==> src/rtl/pwm_pkg.sv <==
package pwm_pkg;
    typedef enum logic [1:0] {ST_IDLE, ST_RUN, ST_SWRST} pwm_state_e;

    localparam logic [4:0] A_CTRL = 5'h00;
    localparam logic [4:0] A_STAT = 5'h04;
    localparam logic [4:0] A_SAMP = 5'h0C;
    localparam logic [4:0] A_PER  = 5'h10;

    localparam int B_EN      = 0;
    localparam int B_SWR     = 3;
    localparam int B_PRE_LO  = 4;
    localparam int PRE_W     = 12;
    localparam int B_CSEL_LO = 16;
    localparam int B_INV     = 18;
    localparam int B_DBG     = 22;
    localparam int B_WAIT    = 23;
    localparam int B_DOZE    = 24;
    localparam int B_OVF     = 4;

    localparam logic [1:0] CSEL_BUS  = 2'b01;
    localparam logic [1:0] CSEL_FAST = 2'b10;
endpackage

==> src/rtl/pwm_sample_fifo.sv <==
module pwm_sample_fifo #(
    parameter int W     = 16,
    parameter int DEPTH = 4
) (
    input  logic             clk,
    input  logic             rst_n,
    input  logic             flush,
    input  logic             push,
    input  logic             pop,
    input  logic [W-1:0]     wdata,
    output logic [W-1:0]     head,
    output logic [$clog2(DEPTH+1)-1:0] level,
    output logic             full,
    output logic             empty
);
    localparam int PTR_W = (DEPTH > 1) ? $clog2(DEPTH) : 1;
    localparam int LVL_W = $clog2(DEPTH+1);

    logic [W-1:0]     mem [DEPTH];
    logic [PTR_W-1:0] wr_ptr, rd_ptr;
    logic             push_ok, pop_ok;

    function automatic logic [PTR_W-1:0] nxt(input logic [PTR_W-1:0] p);
        return (p == PTR_W'(DEPTH-1)) ? '0 : p + 1'b1;
    endfunction

    assign full    = (level == LVL_W'(DEPTH));
    assign empty   = (level == '0);
    assign push_ok = push && !full;
    assign pop_ok  = pop && !empty;
    assign head    = mem[rd_ptr];

    always_ff @(posedge clk or negedge rst_n) begin
        if (!rst_n) begin
            wr_ptr <= '0;
            rd_ptr <= '0;
            level  <= '0;
        end else if (flush) begin
            wr_ptr <= '0;
            rd_ptr <= '0;
            level  <= '0;
        end else begin
            if (push_ok) wr_ptr <= nxt(wr_ptr);
            if (pop_ok)  rd_ptr <= nxt(rd_ptr);
            if (push_ok && !pop_ok)      level <= level + 1'b1;
            else if (pop_ok && !push_ok) level <= level - 1'b1;
        end
    end

    always_ff @(posedge clk) begin
        if (push_ok && !flush) mem[wr_ptr] <= wdata;
    end


    level_bound_chk: assert property (@(posedge clk) disable iff (!rst_n)
        level <= LVL_W'(DEPTH));


    drop_full_chk: assert property (@(posedge clk) disable iff (!rst_n)
        (push && full && !pop && !flush) |=> (level == $past(level)));
endmodule

==> src/rtl/pwm_period_timer.sv <==
module pwm_period_timer #(
    parameter int PRE_W = 12,
    parameter int CNT_W = 17
) (
    input  logic             clk,
    input  logic             rst_n,
    input  logic             clear,
    input  logic             step,
    input  logic [PRE_W-1:0] prescale,
    input  logic [CNT_W-1:0] last,
    output logic [CNT_W-1:0] count,
    output logic             wrap
);
    logic [PRE_W-1:0] pre_q;
    logic             pre_hit, at_end;

    assign pre_hit = (pre_q >= prescale);
    assign at_end  = (count >= last);
    assign wrap    = !clear && step && pre_hit && at_end;

    always_ff @(posedge clk or negedge rst_n) begin
        if (!rst_n) begin
            pre_q <= '0;
            count <= '0;
        end else if (clear) begin
            pre_q <= '0;
            count <= '0;
        end else if (step) begin
            if (pre_hit) begin
                pre_q <= '0;
                count <= at_end ? '0 : count + 1'b1;
            end else begin
                pre_q <= pre_q + 1'b1;
            end
        end
    end


    hold_zero_chk: assert property (@(posedge clk) disable iff (!rst_n)
        clear |=> (count == '0 && pre_q == '0));


    freeze_chk: assert property (@(posedge clk) disable iff (!rst_n)
        (!clear && !step) |=> $stable(count));
endmodule

==> src/rtl/pwm_sample_gen.sv <==
module pwm_sample_gen
    import pwm_pkg::*;
#(
    parameter int FIFO_DEPTH = 4,
    parameter int SAMP_W     = 16,
    parameter int SWR_LEN    = 4
) (
    input  logic        clk,
    input  logic        rst_n,
    input  logic        bus_wr,
    input  logic [4:0]  bus_addr,
    input  logic [31:0] bus_wdata,
    output logic [31:0] bus_rdata,
    input  logic        tick_bus,
    input  logic        tick_fast,
    input  logic        doze_req,
    input  logic        wait_req,
    input  logic        debug_req,
    output logic        pwm_out
);
    localparam int CNT_W = SAMP_W + 1;
    localparam int LVL_W = $clog2(FIFO_DEPTH+1);
    localparam int SWR_W = $clog2(SWR_LEN+1);

    pwm_state_e state_q, state_d;
    logic [SWR_W-1:0]  swr_cnt;
    logic              en_q, inv_q, dbg_en_q, wait_en_q, doze_en_q, ovf_q;
    logic [PRE_W-1:0]  presc_q;
    logic [1:0]        csel_q;
    logic [SAMP_W-1:0] period_q, active_q, fifo_head;
    logic [LVL_W-1:0]  fifo_level;
    logic              fifo_full, fifo_empty;
    logic [CNT_W-1:0]  cnt;
    logic              wrap, tb_clear, tb_step, src_tick, run_ok;
    logic              wr_ctrl, wr_samp, wr_per, swr_req, pop_go, push_ok;
    logic              swr_busy;

    assign wr_ctrl = bus_wr && bus_addr == A_CTRL && state_q != ST_SWRST;
    assign wr_samp = bus_wr && bus_addr == A_SAMP && state_q != ST_SWRST;
    assign wr_per  = bus_wr && bus_addr == A_PER  && state_q != ST_SWRST;
    assign swr_req = wr_ctrl && bus_wdata[B_SWR];
    assign push_ok = wr_samp && !fifo_full;

    always_comb begin
        unique case (csel_q)
            CSEL_BUS:  src_tick = tick_bus;
            CSEL_FAST: src_tick = tick_fast;
            default:   src_tick = 1'b0;
        endcase
    end

    assign run_ok   = !(doze_req && !doze_en_q) && !(wait_req && !wait_en_q)
                      && !(debug_req && !dbg_en_q);
    assign tb_clear = (state_q != ST_RUN) || !en_q || swr_req;
    assign tb_step  = src_tick && run_ok;
    assign pop_go   = !fifo_empty && !swr_req &&
                      ((state_q == ST_IDLE && en_q) || wrap);

    // next-state logic
    always_comb begin
        state_d = state_q;
        unique case (state_q)
            ST_IDLE:  if (swr_req) state_d = ST_SWRST;
                      else if (en_q) state_d = ST_RUN;
            ST_RUN:   if (swr_req) state_d = ST_SWRST;
                      else if (!en_q) state_d = ST_IDLE;
            ST_SWRST: if (swr_cnt == SWR_W'(SWR_LEN-1)) state_d = ST_IDLE;
            default:  state_d = ST_IDLE;
        endcase
    end

    // state register
    always_ff @(posedge clk or negedge rst_n) begin
        if (!rst_n) begin
            state_q <= ST_IDLE;
            swr_cnt <= '0;
        end else begin
            state_q <= state_d;
            swr_cnt <= (state_q == ST_SWRST) ? swr_cnt + 1'b1 : '0;
        end
    end

    // outputs
    always_comb begin
        swr_busy = (state_q == ST_SWRST);
        pwm_out  = ((state_q == ST_RUN) && (cnt < CNT_W'(active_q))) ^ inv_q;
    end

    always_ff @(posedge clk or negedge rst_n) begin
        if (!rst_n) begin
            en_q <= 1'b0; inv_q <= 1'b0; presc_q <= '0; csel_q <= '0;
            dbg_en_q <= 1'b0; wait_en_q <= 1'b0; doze_en_q <= 1'b0;
            ovf_q <= 1'b0; period_q <= '0; active_q <= '0;
        end else if (swr_req) begin
            en_q <= 1'b0; inv_q <= 1'b0; presc_q <= '0; csel_q <= '0;
            dbg_en_q <= 1'b0; wait_en_q <= 1'b0; doze_en_q <= 1'b0;
            ovf_q <= 1'b0; period_q <= '0; active_q <= '0;
        end else begin
            if (wr_ctrl) begin
                en_q      <= bus_wdata[B_EN];
                presc_q   <= bus_wdata[B_PRE_LO +: PRE_W];
                csel_q    <= bus_wdata[B_CSEL_LO +: 2];
                inv_q     <= bus_wdata[B_INV];
                dbg_en_q  <= bus_wdata[B_DBG];
                wait_en_q <= bus_wdata[B_WAIT];
                doze_en_q <= bus_wdata[B_DOZE];
            end
            if (wr_per) period_q <= bus_wdata[SAMP_W-1:0];
            if (wr_samp && fifo_full) ovf_q <= 1'b1;
            if (pop_go) active_q <= fifo_head;
        end
    end

    always_comb begin
        bus_rdata = '0;
        unique case (bus_addr)
            A_CTRL: begin
                bus_rdata[B_EN]                 = en_q;
                bus_rdata[B_SWR]                = swr_busy;
                bus_rdata[B_PRE_LO +: PRE_W]    = presc_q;
                bus_rdata[B_CSEL_LO +: 2]       = csel_q;
                bus_rdata[B_INV]                = inv_q;
                bus_rdata[B_DBG]                = dbg_en_q;
                bus_rdata[B_WAIT]               = wait_en_q;
                bus_rdata[B_DOZE]               = doze_en_q;
            end
            A_STAT: begin
                bus_rdata[LVL_W-1:0] = fifo_level;
                bus_rdata[B_OVF]     = ovf_q;
            end
            A_SAMP:  bus_rdata[SAMP_W-1:0] = active_q;
            A_PER:   bus_rdata[SAMP_W-1:0] = period_q;
            default: bus_rdata = '0;
        endcase
    end

    pwm_sample_fifo #(.W(SAMP_W), .DEPTH(FIFO_DEPTH)) i_fifo (
        .clk(clk), .rst_n(rst_n), .flush(swr_req), .push(wr_samp),
        .pop(pop_go), .wdata(bus_wdata[SAMP_W-1:0]), .head(fifo_head),
        .level(fifo_level), .full(fifo_full), .empty(fifo_empty)
    );

    pwm_period_timer #(.PRE_W(PRE_W), .CNT_W(CNT_W)) i_timer (
        .clk(clk), .rst_n(rst_n), .clear(tb_clear), .step(tb_step),
        .prescale(presc_q), .last(CNT_W'(period_q) + 1'b1),
        .count(cnt), .wrap(wrap)
    );


    swr_flush_chk: assert property (@(posedge clk) disable iff (!rst_n)
        (state_q == ST_SWRST) |-> (fifo_level == '0));


    swr_exit_chk: assert property (@(posedge clk) disable iff (!rst_n)
        (state_q == ST_SWRST && swr_cnt == SWR_W'(SWR_LEN-1)) |=> (state_q == ST_IDLE));


    pop_on_wrap_chk: assert property (@(posedge clk) disable iff (!rst_n)
        (wrap && !fifo_empty && !push_ok && !swr_req)
        |=> (fifo_level == $past(fifo_level) - LVL_W'(1)));


    idle_level_chk: assert property (@(posedge clk) disable iff (!rst_n)
        (state_q == ST_IDLE) |-> (pwm_out == inv_q));
endmodule

==> config.mk <==
export PLATFORM = sky130hd
export DESIGN_NAME = pwm_sample_gen
export DESIGN_NICKNAME = d
export VERILOG_FILES = /design/src/rtl/pwm_pkg.sv /design/src/rtl/pwm_sample_fifo.sv /design/src/rtl/pwm_period_timer.sv /design/src/rtl/pwm_sample_gen.sv
export SDC_FILE = /design/constraint.sdc
export NUM_CORES = 1
export LEC_CHECK = 0
export ABC_AREA = 1
export BUFFER_PORTS_ARGS = -buffer_cell sky130_fd_sc_hd__buf_2
export CAP_MARGIN = 30
export CORE_ASPECT_RATIO = 1.4
export CORE_MARGIN = 2
export CORE_UTILIZATION = 25
export CTS_CLUSTER_SIZE = 8
export DETAILED_ROUTE_END_ITERATION = 10
export SLEW_MARGIN = 20
export SYNTH_ARGS = -nofsm -noshare
export SYNTH_HDL_FRONTEND = slang
export SYNTH_SLANG_ARGS = --single-unit
==> constraint.sdc <==
create_clock -name clk -period 4.55 [get_ports clk]
set_clock_uncertainty 0.15 [all_clocks]
set_input_delay 0.2275 -clock clk [delete_from_list [all_inputs] [get_ports clk]]
set_output_delay 0.2275 -clock clk [all_outputs]
set_load 0.01 [all_outputs]
; Word level (Yosys, flattened, before mapping)
; Memory sizes are Yosys's and may differ from the RTL's.
; Index checks and enable logic that the tools add are counted.
[totals]
ram_bits = 64
mem_count = 1
latch_bits = 0
word_cells = 155
ff_bits = 93
mem_bits_ro = 0
out_inout_bits = 33
input_bits = 45
[memory_table]
columns = name, depth, width, read_ports, rd_ports_with_merged_regs, write_ports, line
row1 = i_fifo.mem, 4, 16, 1, 0, 1, pwm_sample_fifo.sv:19  ; logic [W-1:0] mem [DEPTH];
[classes]
n_mul = 0
shift = 0
n_addsub = 8
eq_ne = 16
n_mux = 53
bitwise_logic = 1
div_mod_pow = 0
n_reduce_logical = 56
magnitude_cmp = 3
[ops]
columns = operator, count
row1 = $mux W17, 4
row2 = $mux W16, 4
row3 = $mux W12, 5
row4 = $pmux W11 S3, 1
row5 = $logic_and A1 B1 Y1, 26
row6 = $mux W2, 13
row7 = $mux W3, 6
row8 = $add A16 B1 Y17 const B, 1
row9 = $add A17 B1 Y17 const B, 1
row10 = $ge A17 B17 Y1, 1
row11 = $lt A17 B16 Y1, 1
row12 = $reduce_bool A2 Y1, 8
row13 = $mux W1, 14
row14 = $logic_not A1 Y1, 13
row15 = $add A12 B1 Y12 const B, 1
row16 = $ge A12 B12 Y1, 1
row17 = $pmux W2 S3, 2
row18 = $eq A2 B2 Y1 const B, 4
row19 = $pmux W1 S4, 2
row20 = $add A3 B1 Y3 const B, 2
row21 = $ne A3 B2 Y1 const B, 2
row22 = $eq A5 B3 Y1 const B, 1
row23 = $eq A5 B4 Y1 const B, 1
row24 = $eq A5 B5 Y1 const B, 1
row25 = 17 further kinds, 22

; Depth between registers and ports, before layout
[logic_depth]
depth_word = 16
mapped_depth = 27
ltp_nobuf = 26

; Hierarchy
; A second synthesis with hierarchy kept.
[hier_totals]
cells_unflattened = 1044
hier_area_um2 = 9125.0
[by_module_without_submodules]
columns = module, cells_each, seq_area_each_um2, instances, area_each_um2
row1 = pwm_sample_gen, 453, 1426.4, 1, 3562.2
row2 = pwm_sample_fifo, 222, 2097.0, 1, 2986.6
row3 = pwm_period_timer, 369, 725.7, 1, 2576.2

; Worst setup path after synthesis
; No wires, ideal clock.
[synth_path]
path_kind = register -> register
startpoint = register period_q[0]
endpoint = register i_fifo.level[2]
arrival_ps = 3875
stages_incl_launch_ff = 27
setup_time_ps = 119
path_buffers = 1
path_slack_ps = 406
period_less_slack_ps = 4144
cell_sequence = dfrtp_1 ha_1 nand3_1 nor2_1 nand2_1 nor2_1 nand3_1 nor2_1 nand3_1 or3_1 ha_1 nand2_1 nor2_1 inv_1 nor3_1 nand2_1 nand3_1 nand2_1 nand2_4 nand2_4 buf_6 ha_1 fa_1 a21oi_1 o21ai_0 xor2_1 nor2_1
[synth_between]
elab_chain_len = 10
word_cells_on_any_way = 12
cone_classes = add/sub (1) / order compare (1) / mux (2) / reduce/logical (8)
[synth_rtl]
columns = element, line
row1 = from (decl), pwm_sample_gen.sv:30  ; logic [SAMP_W-1:0] period_q, active_q, fifo_head;
row2 = from (signal assigned), pwm_sample_gen.sv:108  ; if (wr_per) period_q <= bus_wdata[SAMP_W-1:0];
row3 = $add A16 B1 Y17 (*), pwm_sample_gen.sv:145  ; .prescale(presc_q), .last(CNT_W'(period_q) + 1'b1),
row4 = $ge A17 B17 Y1 (*), pwm_period_timer.sv:18  ; assign at_end = (count >= last);
row5 = $logic_and A1 B1 Y1 (*), pwm_period_timer.sv:19  ; assign wrap = !clear && step && pre_hit && at_end;
row6 = $logic_or A1 B1 Y1 (*), pwm_sample_gen.sv:57  ; ((state_q == ST_IDLE && en_q) || wrap);
row7 = $logic_and A1 B1 Y1 (*), pwm_sample_gen.sv:56  ; assign pop_go = !fifo_empty && !swr_req &&
row8 = $logic_and A1 B1 Y1 (*), pwm_sample_fifo.sv:30  ; assign pop_ok = pop && !empty;
row9 = $logic_not A1 Y1, pwm_sample_fifo.sv:45  ; if (push_ok && !pop_ok) level <= level + 1'b1;
row10 = $logic_and A1 B1 Y1, pwm_sample_fifo.sv:45
row11 = $mux W3, pwm_sample_fifo.sv:45
row12 = $mux W3, pwm_sample_fifo.sv:38  ; end else if (flush) begin
row13 = to (signal assigned), pwm_sample_fifo.sv:45
row14 = to (signal assigned), pwm_sample_fifo.sv:46  ; else if (pop_ok && !push_ok) level <= level - 1'b1;
row15 = to (decl), pwm_sample_fifo.sv:12  ; output logic [$clog2(DEPTH+1)-1:0] level,
; Mark *: on every way between the ends. The rest lies on a longest branch, timed or not.
; A chain may end at the register's enable or synchronous reset.

; Worst setup path in the final report
[layout_path]
startpoint = register period_q[1]
endpoint = register i_fifo.level[2]
; The elaborated chain is that of the path after synthesis.

==> results.toml <==
[final_layout]
antenna_cells = 0
final_common_cell = "nand2_1"
final_cell_mix = "196 x nand2_1, 124 x inv_1, 107 x nor2_1, 93 x dfrtp_1, 87 x o21ai_0"
final_nets = 1194
instances_no_fill = 1560
filler_cell_count = 3628
drive_gt1_share_pct = 11.8
syn2layout_area_growth_pct = 18.6

[floorplan]
dieHeight_um = 225
die_w_um = 162
io_pins = 78
num_rows = 81
coreArea_um2 = 34800
die_area_um2 = 36500
start_util_pct = 25.2

[power_and_ir_drop]
peakVddDrop_v = 0.000278
pwr_density_cell_nw_per_um2 = 417
power_leakage_nw = 4.72

[setup_path]
worstPathArrival_ns = 4.46
startpoint = "period_q[1]"
rrSetupSlack_ns = 0.32
reg2regPathDepth = 25
worstSetupEndpointType = "flop"
crit_path_end = "i_fifo.level[2]"
cp-start-kind = "flop"
regToRegStartpoint = "period_q[1]"
cp_max_fo = 3
crit_type = "reg -> reg"
cpMostUsedCell = "nand3_1"
worstPathRequired_ns = 4.77
crit_slowest_cell = "fa_1"
r2r-end = "i_fifo.level[2]"
cpPeakStageDelay_ns = 0.39

[yosys]
ys_ff_latch = 157
ys_seq_area_share_pct = 48.6
synth_cell_types = 42
synth_edf_count = 64
synth_simple_gate_area_share_pct = 22.1
synth_ff_type = "dfrtp_1"
syn-cell-area_um2 = 8750
postSynthCellCount = 1006
synth_top_family_by_area = "simple AND/OR/NAND/NOR gates"
synthMuxAreaShare_pct = 0
synth-xor-area-share_pct = 3.30
avgSynthCellArea_um2 = 8.70
synthAdderAreaFrac_pct = 8.38
postSynth.asyncResetShare_pct = 59.2
synth_compound_area_share_pct = 9.64
ys_warn_count = 0

[cts]
cts_made_buffers = 17
cts_buffer_depth = 2
cts_tree = "done"
clock_latency_ns = 0.45
cts-root-buf = "clkbuf_16"
clkSlewWorstSetupHoldPaths_ns = 0.07
clock_sinks = 157
cts.htree.levels = 4

[global_routing]
grt_pass1_wl_um = 35500
antenna_found_initial = 0
grt_pass1_vias = 6963
track_usage_pct = 12.5
overflow = 0
grt_max_degree = 50

[sta]
timing.hold.ws_ns = 0.0289
period_share_pct = 93.1
report.final.slew_viol_count = 0
max_clock_freq_mhz = 236
finalHoldViolCount = 0
setup_viol = 0
finalCriticalPeriod_ns = 4.23
maxSlewHeadroom_pct = 52.9
tightest_slew_ns = 0.705

[placed_design]
post-dp-hpwl_um = 17000
io_buffers = 57
dpl.cell_count = 1502
gp_congestion = 0.908

[routing]
postRouteWirelength_um = 22300
drc = 0
drt_iter0_markers = 419
routedWlPerCell_um = 14.3
via_per_inst = 4.45
ant_nets = 0
drtPass1Iterations = 5
vias = 6944

[min_path]
hp-class = "in -> reg"

[status]
status = "finished, final reports clean"

[run]
cap_viol_max_count = 0
-- registers in the layout, indices dropped and copies added, names as in the netlist --
register	cells
active_q	16
csel_q	2
dbg_en_q	1
doze_en_q	1
en_q	1
i_fifo.level	3
i_fifo.mem	64
i_fifo.rd_ptr	2
i_fifo.wr_ptr	2
i_timer.count	17
i_timer.pre_q	12
inv_q	1
ovf_q	1
period_q	16
presc_q	12
state_q	2
swr_cnt	3
wait_en_q	1
-- cells by family after synthesis --
logic type | after synthesis
compound gates | 150
xor+xnor | 33
fa+ha+maj | 58
buf+inv | 167
flops | 157
other cells | 1
simple gates | 440
-- final cells by class --
type / instances / area (um^2) / share of cell area [%]
clock inverter: 13 / 141 / 1.36
multi-input combinational: 691 / 3850 / 37.2
tap: 456 / 571 / 5.50
clock buffer: 19 / 433 / 4.17
sequential: 157 / 4250 / 41.0
inverter: 129 / 487 / 4.69
timing repair buffer: 95 / 639 / 6.16
-- critical path: cells and delay by family, from the launching register on --
family                     cells  cell delay [ns]
AOI/OAI and AO/OA              3             0.37
DFF                            1             0.38
adders and majority gates      4             1.12
buffers and inverters          1             0.08
and+or+nand+nor               16             1.90
xor gates and xnor gates       1             0.15
-- cell usage after synthesis (2+ instances only) --
library cell | n | share of area (%)
xnor2_1 | 6 | 0.60
nor2_1 | 110 | 4.7
dfrtp_1 | 93 | 27
nor2_2 | 5 | 0.36
nand2_1 | 197 | 8.5
o221ai_1 | 14 | 1.4
inv_1 | 124 | 5.3
a21oi_1 | 21 | 1.2
o22ai_1 | 17 | 1.2
nand2_4 | 4 | 0.51
nor3_1 | 18 | 1.0
nand3_1 | 82 | 4.7
ha_1 | 57 | 8.1
o21ai_0 | 87 | 5.0
buf_1 | 3 | 0.13
nand4_1 | 9 | 0.64
nor2_8 | 2 | 0.46
buf_2 | 2 | 0.11
buf_4 | 13 | 1.1
o21ai_1 | 4 | 0.23
inv_2 | 4 | 0.17
xor2_1 | 27 | 2.7
clkbuf_1 | 18 | 0.77
o211ai_1 | 2 | 0.17
nand3b_1 | 5 | 0.43
buf_6 | 2 | 0.26
edfxtp_1 | 64 | 22
nor3_2 | 2 | 0.23
-- how the worst min path moves through the flow --
stage                       endpoint  depth (start not counted)          from
CTS                 i_fifo.mem[2][3]                          1  bus_wdata[3]
detailed placement         csel_q[0]                          1         rst_n
global placement           csel_q[0]                          1         rst_n
finish              i_fifo.mem[2][3]                          1  bus_wdata[3]
floorplan                active_q[0]                          0         rst_n
global route        i_fifo.mem[2][3]                          1  bus_wdata[3]
-- metal layers --
layer / global-route usage (%) / vias to the layer above / wire (um) / share of wire, %
li1: - / 3501 / - / -
met1: 13.4 / 3268 / 9040 / 40
met2: 23.2 / 127 / 11800 / 53
met3: 2.26 / 48 / 624 / 2.8
met4: 6.82 / 0 / 935 / 4.2
met5: 0 / - / 0 / 0
-- power breakdown --
part	switching, mW	leakage, nW	internal [mW]
logic	0.729	2.65	0.392
registers	0.158	1.79	1.65
clock network	0.593	0.282	0.810
total	1.48	4.72	2.85
-- metrics by stage --
step / power, mW / util, % / area [um^2] / setup WS [ns] / setup TNS, ns
after floorplan: 2.58 / - / 8780 / 0.406 / 0
after global placement: 2.89 / 27.4 / 9520 / 0.158 / 0
after detailed placement: 2.92 / 27.4 / 9520 / 0.110 / 0
after CTS: 4.35 / 29.7 / 10300 / 0.0851 / 0
after global routing: 4.59 / 29.8 / 10400 / -0.00420 / -0.00420
final: 4.33 / 29.8 / 10400 / 0.315 / 0
-- what timing repair did --
action | in CTS | in global routing
endpoints found under the setup margin | 0 | 2
gates resized for setup | 0 | 5
endpoints found under the hold margin | 142 | 0
hold buffers | 22 | 0
setup buffers | 0 | 2
Power figures use the tool's default switching activity.
